File: src/rtl/eag_pkg.sv
package eag_pkg;
  localparam int BYTE_W = 8;
  localparam int ADDR_W = 2 * BYTE_W;
  localparam int MODE_W = 4;
  localparam int MAX_RD = 4;
  localparam int STEP_W = $clog2(MAX_RD);
  localparam int NEED_W = $clog2(MAX_RD + 1);

  typedef enum logic [MODE_W-1:0] {
    AM_IMM = 4'd0,
    AM_ACC = 4'd1,
    AM_ZPG = 4'd2,
    AM_ZPX = 4'd3,
    AM_ZPY = 4'd4,
    AM_ABS = 4'd5,
    AM_ABX = 4'd6,
    AM_ABY = 4'd7,
    AM_IND = 4'd8,
    AM_IZX = 4'd9,
    AM_IZY = 4'd10,
    AM_REL = 4'd11
  } am_e;

  // Number of byte reads a mode needs before its address is known.
  function automatic logic [NEED_W-1:0] reads_needed(input logic [MODE_W-1:0] m);
    case (m)
      AM_ZPG, AM_ZPX, AM_ZPY, AM_REL: reads_needed = NEED_W'(1);
      AM_ABS, AM_ABX, AM_ABY:         reads_needed = NEED_W'(2);
      AM_IZX, AM_IZY:                 reads_needed = NEED_W'(3);
      AM_IND:                         reads_needed = NEED_W'(4);
      default:                        reads_needed = NEED_W'(0);
    endcase
  endfunction
endpackage

File: src/rtl/eag_addr.sv
module eag_addr
  import eag_pkg::*;
(
  input  logic [MODE_W-1:0] mode,
  input  logic [STEP_W-1:0] step,
  input  logic [ADDR_W-1:0] opr,
  input  logic [BYTE_W-1:0] xi,
  input  logic [BYTE_W-1:0] b0,
  input  logic [BYTE_W-1:0] b1,
  output logic [ADDR_W-1:0] addr
);
  localparam logic [BYTE_W-1:0] PAGE0 = '0;

  logic [BYTE_W-1:0] zp_ptr;
  logic [BYTE_W-1:0] zp_next;
  logic [BYTE_W-1:0] ptr_next;

  // Pointer location inside page zero; increments wrap within the page.
  always_comb begin
    zp_ptr   = (mode == AM_IZX) ? b0 + xi : b0;
    zp_next  = zp_ptr + BYTE_W'(1);
    ptr_next = b0 + BYTE_W'(1);
  end

  always_comb begin
    case (step)
      2'd0: addr = opr;
      2'd1: begin
        if (mode == AM_IZX || mode == AM_IZY) addr = {PAGE0, zp_ptr};
        else                                  addr = opr + ADDR_W'(1);
      end
      2'd2: begin
        if (mode == AM_IND) addr = {b1, b0};
        else                addr = {PAGE0, zp_next};
      end
      default: addr = {b1, ptr_next};
    endcase
  end
endmodule

File: src/rtl/eag_calc.sv
module eag_calc
  import eag_pkg::*;
(
  input  logic [MODE_W-1:0] mode,
  input  logic [ADDR_W-1:0] opr,
  input  logic [ADDR_W-1:0] npc,
  input  logic [BYTE_W-1:0] xi,
  input  logic [BYTE_W-1:0] yi,
  input  logic [BYTE_W-1:0] b0,
  input  logic [BYTE_W-1:0] b1,
  input  logic [BYTE_W-1:0] b2,
  input  logic [BYTE_W-1:0] b3,
  output logic [ADDR_W-1:0] ea,
  output logic              acc,
  output logic              pg
);
  localparam logic [BYTE_W-1:0] PAGE0 = '0;

  logic [ADDR_W-1:0] ix_base;
  logic [BYTE_W-1:0] ix;
  logic [BYTE_W:0]   lo_sum;
  logic [ADDR_W-1:0] rel_off;

  always_comb begin
    ix_base = {b1, b0};
    ix      = xi;
    if (mode == AM_ABY) ix = yi;
    if (mode == AM_IZY) begin
      ix_base = {b2, b1};
      ix      = yi;
    end
    lo_sum  = {1'b0, ix_base[BYTE_W-1:0]} + {1'b0, ix};
    rel_off = {{BYTE_W{b0[BYTE_W-1]}}, b0};
  end

  always_comb begin
    ea  = opr;
    acc = 1'b0;
    pg  = 1'b0;
    case (mode)
      AM_ACC: acc = 1'b1;
      AM_ZPG: ea  = {PAGE0, b0};
      AM_ZPX: ea  = {PAGE0, b0 + xi};
      AM_ZPY: ea  = {PAGE0, b0 + yi};
      AM_ABS: ea  = {b1, b0};
      AM_ABX, AM_ABY, AM_IZY: begin
        ea = ix_base + {PAGE0, ix};
        pg = lo_sum[BYTE_W];
      end
      AM_IND: ea  = {b3, b2};
      AM_IZX: ea  = {b2, b1};
      AM_REL: ea  = npc + rel_off;
      default: ea = opr;
    endcase
  end
endmodule

File: src/rtl/eaddr_gen.sv
module eaddr_gen
  import eag_pkg::*;
(
  input  logic              clk,
  input  logic              rst_n,
  input  logic              req_valid,
  output logic              req_ready,
  input  logic [MODE_W-1:0] req_mode,
  input  logic [ADDR_W-1:0] req_opr,
  input  logic [BYTE_W-1:0] req_x,
  input  logic [BYTE_W-1:0] req_y,
  input  logic [ADDR_W-1:0] req_next_pc,
  output logic              mem_req_valid,
  input  logic              mem_req_ready,
  output logic [ADDR_W-1:0] mem_addr,
  input  logic              mem_rsp_valid,
  output logic              mem_rsp_ready,
  input  logic [BYTE_W-1:0] mem_rsp_data,
  output logic              done,
  output logic [ADDR_W-1:0] ea,
  output logic              acc_sel,
  output logic              page_cross
);
  typedef enum logic [1:0] {S_IDLE, S_REQ, S_RSP, S_FIN} st_e;

  st_e               st;
  logic [MODE_W-1:0] mode_q;
  logic [ADDR_W-1:0] opr_q;
  logic [ADDR_W-1:0] npc_q;
  logic [BYTE_W-1:0] x_q;
  logic [BYTE_W-1:0] y_q;
  logic [STEP_W-1:0] step_q;
  logic [NEED_W-1:0] need_q;
  logic [BYTE_W-1:0] byte_w [MAX_RD];
  logic [NEED_W-1:0] start_need;
  logic              last_step;
  logic [ADDR_W-1:0] calc_ea;
  logic              calc_acc;
  logic              calc_pg;

  assign req_ready     = (st == S_IDLE);
  assign mem_req_valid = (st == S_REQ);
  assign mem_rsp_ready = (st == S_RSP);
  assign start_need    = reads_needed(req_mode);
  assign last_step     = ({1'b0, step_q} == need_q - NEED_W'(1));

  // One capture register per fetched byte, loaded on its own step.
  for (genvar g = 0; g < MAX_RD; g++) begin : g_byte
    logic [BYTE_W-1:0] q;
    always_ff @(posedge clk or negedge rst_n) begin
      if (!rst_n)
        q <= '0;
      else if (st == S_RSP && mem_rsp_valid && step_q == STEP_W'(g))
        q <= mem_rsp_data;
    end
    assign byte_w[g] = q;
  end

  eag_addr u_addr (
    .mode (mode_q),
    .step (step_q),
    .opr  (opr_q),
    .xi   (x_q),
    .b0   (byte_w[0]),
    .b1   (byte_w[1]),
    .addr (mem_addr)
  );

  eag_calc u_calc (
    .mode (mode_q),
    .opr  (opr_q),
    .npc  (npc_q),
    .xi   (x_q),
    .yi   (y_q),
    .b0   (byte_w[0]),
    .b1   (byte_w[1]),
    .b2   (byte_w[2]),
    .b3   (byte_w[3]),
    .ea   (calc_ea),
    .acc  (calc_acc),
    .pg   (calc_pg)
  );

  always_ff @(posedge clk or negedge rst_n) begin
    if (!rst_n) begin
      st         <= S_IDLE;
      mode_q     <= '0;
      opr_q      <= '0;
      npc_q      <= '0;
      x_q        <= '0;
      y_q        <= '0;
      step_q     <= '0;
      need_q     <= '0;
      done       <= 1'b0;
      ea         <= '0;
      acc_sel    <= 1'b0;
      page_cross <= 1'b0;
    end else begin
      done <= 1'b0;
      case (st)
        S_IDLE: begin
          if (req_valid) begin
            mode_q <= req_mode;
            opr_q  <= req_opr;
            npc_q  <= req_next_pc;
            x_q    <= req_x;
            y_q    <= req_y;
            step_q <= '0;
            need_q <= start_need;
            st     <= (start_need == '0) ? S_FIN : S_REQ;
          end
        end
        S_REQ: if (mem_req_ready) st <= S_RSP;
        S_RSP: begin
          if (mem_rsp_valid) begin
            if (last_step) begin
              st <= S_FIN;
            end else begin
              step_q <= step_q + STEP_W'(1);
              st     <= S_REQ;
            end
          end
        end
        default: begin
          ea         <= calc_ea;
          acc_sel    <= calc_acc;
          page_cross <= calc_pg;
          done       <= 1'b1;
          st         <= S_IDLE;
        end
      endcase
    end
  end

  AST_REQ_HOLD: assert property (@(posedge clk) disable iff (!rst_n)
    mem_req_valid && !mem_req_ready |=> mem_req_valid && $stable(mem_addr));

  AST_DONE_PULSE: assert property (@(posedge clk) disable iff (!rst_n)
    done |=> !done);

  AST_BUSY_AFTER_ACCEPT: assert property (@(posedge clk) disable iff (!rst_n)
    req_valid && req_ready |=> !req_ready);

  AST_ZP_PAGE_ZERO: assert property (@(posedge clk) disable iff (!rst_n)
    done && (mode_q == AM_ZPG || mode_q == AM_ZPX || mode_q == AM_ZPY)
    |-> ea[ADDR_W-1:BYTE_W] == '0);

  AST_PAGE_SOURCE: assert property (@(posedge clk) disable iff (!rst_n)
    done && page_cross |-> (mode_q == AM_ABX || mode_q == AM_ABY || mode_q == AM_IZY));

  AST_ACC_ONLY_MODE: assert property (@(posedge clk) disable iff (!rst_n)
    done |-> acc_sel == (mode_q == AM_ACC));

  AST_RESULT_HOLD: assert property (@(posedge clk) disable iff (!rst_n)
    !done && !$past(done) && $past(rst_n) && !(st == S_IDLE) |-> $stable(ea));
endmodule

File: config.mk
export PLATFORM = sky130hd
export DESIGN_NAME = eaddr_gen
export DESIGN_NICKNAME = d
export VERILOG_FILES = /design/src/rtl/eag_pkg.sv /design/src/rtl/eag_addr.sv /design/src/rtl/eag_calc.sv /design/src/rtl/eaddr_gen.sv
export SDC_FILE = /design/constraint.sdc
export NUM_CORES = 1
export LEC_CHECK = 0
export ABC_CLOCK_PERIOD_IN_PS = 5200
export BUFFER_PORTS_ARGS = -buffer_cell sky130_fd_sc_hd__buf_2
export CAP_MARGIN = 10
export CORE_ASPECT_RATIO = 1.25
export CORE_MARGIN = 2
export CORE_UTILIZATION = 36
export DETAILED_ROUTE_END_ITERATION = 10
export PLACE_DENSITY = 0.64
export SYNTH_ARGS = -nofsm -noshare
export SYNTH_HDL_FRONTEND = slang
export SYNTH_SLANG_ARGS = --single-unit
File: constraint.sdc
create_clock -name clk -period 5.2 [get_ports clk]
set_input_delay 0.78 -clock clk [delete_from_list [all_inputs] [get_ports clk]]
set_output_delay 0.78 -clock clk [all_outputs]
set_load 0.02 [all_outputs]
=== Yosys cells after proc, flatten, opt, wreduce, memory -nomap -nowiden ===
Memory sizes are Yosys's and may differ from the RTL's.
Index checks and enable logic that the tools add are counted.

* Register bits after elaboration: 110
* Latch bits: 0
* RAM bits: 0
* Memory bits (read-only): 48
* Bits of input ports: 65
* Output and inout bits: 38
* Memories: 1

{| class="wikitable"
|+ Memories
! memory !! depth !! bits a word !! rd ports !! clocked after memory_dff !! write ports !! line !! source
|-
| (name not given) || 16 || 3 || 1 || 0 || 0 || eag_pkg.sv:26 || <nowiki>case (m)</nowiki>
|}

* Add/sub/neg operators: 10
* $mul: 0
* Div/mod/pow operators: 0
* $lt $le $gt $ge: 0
* Equal/unequal tests: 21
* Shifts and indexed selects: 0
* Muxes and demuxes: 21
* Bitwise operators: 0
* Reductions and logical operators: 15

{| class="wikitable"
|+ Operators by type and width
! kind !! count
|-
| $pmux W16 S8 || 1
|-
| $mux W16 || 3
|-
| $pmux W16 S3 || 1
|-
| $mux W8 || 3
|-
| $add A16 B1 Y16 const B || 1
|-
| $add A16 B16 Y16 || 1
|-
| $add A16 B8 Y16 || 1
|-
| $add A8 B1 Y8 const B || 2
|-
| $add A8 B8 Y8 || 2
|-
| $eq A4 B3 Y1 const B || 4
|-
| $eq A4 B4 Y1 const B || 4
|-
| $mux W2 || 8
|-
| $add A8 B8 Y9 || 1
|-
| $eq A4 B2 Y1 const B || 2
|-
| $eq A2 B2 Y1 const B || 3
|-
| $ne A2 B2 Y1 const B || 3
|-
| $pmux W2 S3 || 1
|-
| $reduce_or A3 Y1 || 2
|-
| $logic_and A1 B1 Y1 || 5
|-
| $eq A2 B1 Y1 const B || 2
|-
| $eq A4 B1 Y1 const B || 1
|-
| $logic_not A2 Y1 || 2
|-
| $pmux W2 S2 || 1
|-
| $reduce_and A4 Y1 || 1
|-
| 10 further kinds || 12
|}

=== Depth between registers and ports, before layout ===
* Depth in word-level cells: 5
* Mapped depth: 18
* Gate-level depth less buffers: 15

=== Modules after synthesis ===
A second synthesis with hierarchy kept.

* Cells, all modules: 1067
* Area, all modules: 8928.6 um^2

{| class="wikitable"
|+ Modules (own cells, without submodules)
! module !! instances !! cells an instance !! area each (um^2) !! sequential area each (um^2)
|-
| eaddr_gen || 1 || 385 || 4385.5 || 2752.6
|-
| eag_calc || 1 || 457 || 3054.2 || 0.0
|-
| eag_addr || 1 || 225 || 1488.9 || 0.0
|}

=== Worst setup path before layout ===
OpenSTA, ideal clock, no wires.

* Path type: reg2reg
* Start: reg mode_q[2]
* End: reg ea[13]
* Data arrival time: 3.581 ns
* Data required time: 5.118 ns
* Setup slack: 1.537 ns
* Cell stages (with the launch flop): 16
* Path buffers: 2
* Clock period less this slack: 3.663 ns
* Path through: dfrtp_1 -> buf_2 -> nor2b_1 -> clkbuf_1 -> and2_1 -> o21ai_1 -> mux2_2 -> ha_1 -> o21ai_0 -> o21ai_0 -> a211oi_1 -> a211oi_2 -> nand3_1 -> xor2_1 -> or3_1 -> a31oi_1

* Longest elaborated chain between the ends: 5
* Elaborated cells on any way between the ends: 16
* Those cells by class: 1 x add/sub; 10 x eq/ne; 4 x mux; 1 x reduce/logical

{| class="wikitable"
|+ RTL lines
! what !! line !! source
|-
| from (decl) || eaddr_gen.sv:27 || <nowiki>logic [MODE_W-1:0] mode_q;</nowiki>
|-
| from (signal assigned) || eaddr_gen.sv:103 || <nowiki>mode_q <= req_mode;</nowiki>
|-
| $eq A4 B3 Y1 || eag_calc.sv:27, eag_calc.sv:40 ||
|-
| $mux W8 || eag_calc.sv:27 || <nowiki>if (mode == AM_ABY) ix = yi;</nowiki>
|-
| $mux W8 || eag_calc.sv:28 || <nowiki>if (mode == AM_IZY) begin</nowiki>
|-
| $add A16 B8 Y16 || eag_calc.sv:47 || <nowiki>ea = ix_base + {PAGE0, ix};</nowiki>
|-
| $pmux W16 S8 (*) || eag_calc.sv:40 || <nowiki>case (mode)</nowiki>
|-
| to (signal assigned) || eaddr_gen.sv:125 || <nowiki>ea <= calc_ea;</nowiki>
|-
| to (decl) || eaddr_gen.sv:20 || <nowiki>output logic [ADDR_W-1:0] ea,</nowiki>
|}

Every way passes the cells marked *; elsewhere a longest branch is shown, timed or not.
A chain may end at the register's enable or synchronous reset.

=== Final worst setup path ===
* Start: reg g_byte[0].q[0]
* End: out mem_addr[7]

* Longest elaborated chain between the ends: 5
* Elaborated cells on any way between the ends: 7
* Those cells by class: 3 x add/sub; 4 x mux

{| class="wikitable"
|+ RTL lines
! what !! line !! source
|-
| from (decl) || eaddr_gen.sv:49 || <nowiki>logic [BYTE_W-1:0] q;</nowiki>
|-
| from (signal assigned) || eaddr_gen.sv:54 || <nowiki>q <= mem_rsp_data;</nowiki>
|-
| $add A8 B8 Y8 || eag_addr.sv:20 || <nowiki>zp_ptr = (mode == AM_IZX) ? b0 + xi : b0;</nowiki>
|-
| $mux W8 || eag_addr.sv:20 ||
|-
| $add A8 B1 Y8 || eag_addr.sv:21 || <nowiki>zp_next = zp_ptr + BYTE_W'(1);</nowiki>
|-
| $mux W16 || eag_addr.sv:33 || <nowiki>if (mode == AM_IND) addr = {b1, b0};</nowiki>
|-
| $pmux W16 S3 (*) || eag_addr.sv:26 || <nowiki>case (step)</nowiki>
|-
| to (decl) || eaddr_gen.sv:15 || <nowiki>output logic [ADDR_W-1:0] mem_addr,</nowiki>
|}

Marked as above.

==> results.json <==
{
  "status": "complete, no violations",
  "hold_buffers": 0,
  "antennaDiodeCount": 0,
  "syn_nets": 1144,
  "async_reset_ff_share_pct": 100,
  "drtAntennaViolNets": 0,
  "switchingPower_mw": 3.75,
  "worst_slew_pin_slew_ns": 1.10,
  "powerDensity_nw_per_um2": 746,
  "maxCapViolations": 0,
  "detail_route.wl_per_cell_um": 20.6,
  "hold_ws_ns": 0.474,
  "layout.cells.most_common_list": "nand2_1 (247), dfrtp_1 (110), buf_2 (101), o21ai_0 (64), a21oi_1 (49)",
  "dieArea_um2": 24600,
  "io-pin-count": 103,
  "synth_top_area_share_pct": 32.7,
  "antenna_found_initial": 0,
  "finalCriticalPeriod_ns": 4.39,
  "critical_path_class": "reg2out",
  "timing.final.crit_share_pct": 84.4,
  "required_ns": 4.42,
  "cp_max_fo": 4,
  "min_path_type": "reg2reg",
  "io_buffers": 102,
  "gp_congestion": 0.986,
  "synthTopCellsByArea": "dfrtp_1 (33%), nand2_1 (11%), ha_1 (7.0%)",
  "place_area_um2": 9200,
  "holdPathStages": 2,
  "area_growth_pct": 13.0,
  "synthesis.area_um2": 8420,
  "synth_area_per_cell_um2": 8.19,
  "synthCells": 1028,
  "combPwrFrac_pct": 63.7,
  "maxSlewViolCount": 0,
  "crit_path_start_kind": "register",
  "grt_pass1_vias": 8047,
  "layout.nets": 1216,
  "swShare_pct": 52.9,
  "synth_enable_flop_cells": 0,
  "ys_warn_count": 0,
  "fin_skew_ns": 0.0147,
  "crit_arrival_ns": 3.61,
  "ys_dominant_reg_cell": "dfrtp_1",
  "cts_tree": "done",
  "dr.pass1.iters": 7,
  "yosysTopAreaCell": "dfrtp_1",
  "final_area_um2": 9510,
  "pwr-share-clk_pct": 10.6,
  "intPower_mw": 3.34,
  "core_um2": 23000,
  "p_total_mw": 7.10,
  "clockBufferDepth": 2,
  "reg2reg_depth": 14,
  "ctsResizeCount": 0,
  "rsz0062_at_grt": "no",
  "drive_above_1_share_pct": 17.6,
  "max_slew_margin_pct": 26.4,
  "htree_num_levels": 3,
  "cts_buffers": 9,
  "ys_types": 69,
  "grt_usage_pct": 23.4,
  "clkTransAtPathRegs_ns": 0.08,
  "drc": 0,
  "die_x_um": 141,
  "clock_latency_ns": 0.37,
  "globalRouteOverflowTotal": 0,
  "vias": 8141,
  "fmax_mhz": 228,
  "wirelength_um": 28700,
  "die_y_um": 175,
  "yosys_register_bits": 110,
  "rows": 62,
  "hold_violations": 0,
  "drt_iter0_markers": 679,
  "grt_max_degree": 69,
  "cts_root_buffer": "clkbuf_16",
  "hpwl_um": 21600,
  "vias_per_cell": 5.84,
  "yosysSeqAreaShare_pct": 32.7,
  "grt_pass1_wl_um": 44900,
  "finalSetupViolations": 0,
  "initial_core_util_pct": 36.7,
  "max-vdd-ir-drop_mv": 0.230,
  "mostFrequentLayoutCell": "nand2_1",
  "seqPwrFrac_pct": 25.7,
  "p_leak_nw": 4.47,
  "cts_num_sinks": 110,
  "setup-tns-final_ns": 0,
  "endpoint_kind": "primary output",
  "post-cts-setup-buffers": 0
}
registers in the layout, indices dropped and copies added (netlist names):
register,flops
acc_sel,1
done,1
ea,16
g_byte.q,32
mode_q,4
need_q,3
npc_q,16
opr_q,16
page_cross,1
st,2
step_q,2
x_q,8
y_q,8
cell families (layout without fill, tap and decap cells):
logic type	Yosys count	after routing	share of synthesized area (%)
buffers and inverters	82	159	3.80
AOI/OAI and AO/OA	261	261	20.7
muxes	60	60	7.79
and+or+nand+nor	414	414	21.9
DFF	110	110	32.7
xor gates and xnor gates	50	50	5.20
adders and majority gates	51	51	7.94
cell type report:
type | instances | area [µm²]
clock buffer | 10 | 229
clock inverter | 6 | 81.3
fill | 2373 | 13400
inverter | 23 | 86.3
multi-input combinational | 836 | 5360
sequential | 110 | 2750
tap | 288 | 360
timing repair buffer | 120 | 648
cells in the mapped netlist, types with 8 or more instances:
master      n
nand2_1   248
dfrtp_1   110
o21ai_0    64
a21oi_1    49
ha_1       47
nor2_1     47
clkbuf_1   46
mux2_2     41
nand3_1    28
xor2_1     28
inv_1      23
xnor2_1    22
a22oi_1    20
nor3_1     19
a21o_1     18
mux2i_1    18
a31oi_1    11
and3_1     11
a221oi_1   10
o21bai_1   10
nand2b_1    9
nor2b_1     9
o21a_1      8
o21ai_1     8
o31ai_1     8
or3_1       8
routing by layer:
metal	share of wire, %	routed length, µm	track usage, %	vias to the layer above
li1	-	-	-	3798
met1	40	11500	28.7	3934
met2	48	13700	39.0	310
met3	5.9	1680	3.70	99
met4	6.1	1750	13.5	0
met5	0	0	0	-
critical path, cell delays in order (launching register included):
cell and delay (ns):
dfrtp_1 0.42, ha_1 0.26, fa_1 0.44, a211oi_4 0.31
nor2_2 0.11, nor4_2 0.31, o21ai_1 0.18, or3_4 0.43
a221oi_2 0.26, o21ai_0 0.11, o2111a_1 0.26, buf_2 0.16
path summary, 6_finish.rpt:
check	startpoint	end	slack, ns
worst max-delay path	g_byte[0].q[0]	mem_addr[7]	0.81
worst min-delay path	ea[3]	ea[3]	0.47
worst max register to register	mode_q[3]	ea[13]	0.88
worst min register to register	ea[3]	ea[3]	0.47
max in group asynchronous	rst_n	ea[14]	3.53
min in group asynchronous	rst_n	npc_q[1]	0.55
per-stage QoR:
stage,util (%),worst slack [ns],std cells
6_report,41.4,0.811,1393
5_1_grt,41.4,0.494,1393
4_1_cts,41.4,0.849,1393
3_5_place_dp,40.1,1.02,1377
3_3_place_gp,40.1,1.10,1377
2_1_floorplan,-,1.54,1028
power by group through the flow:
stage	sequential (mW)	clock [mW]	combinational (mW)
floorplan	1.60	0	3.19
global placement	1.82	0	4.43
detailed placement	1.82	0	4.45
CTS	1.80	0.757	4.47
global route	1.87	0.787	4.94
finish	1.83	0.749	4.52
Note: power is estimated with default switching activity, not from simulation.
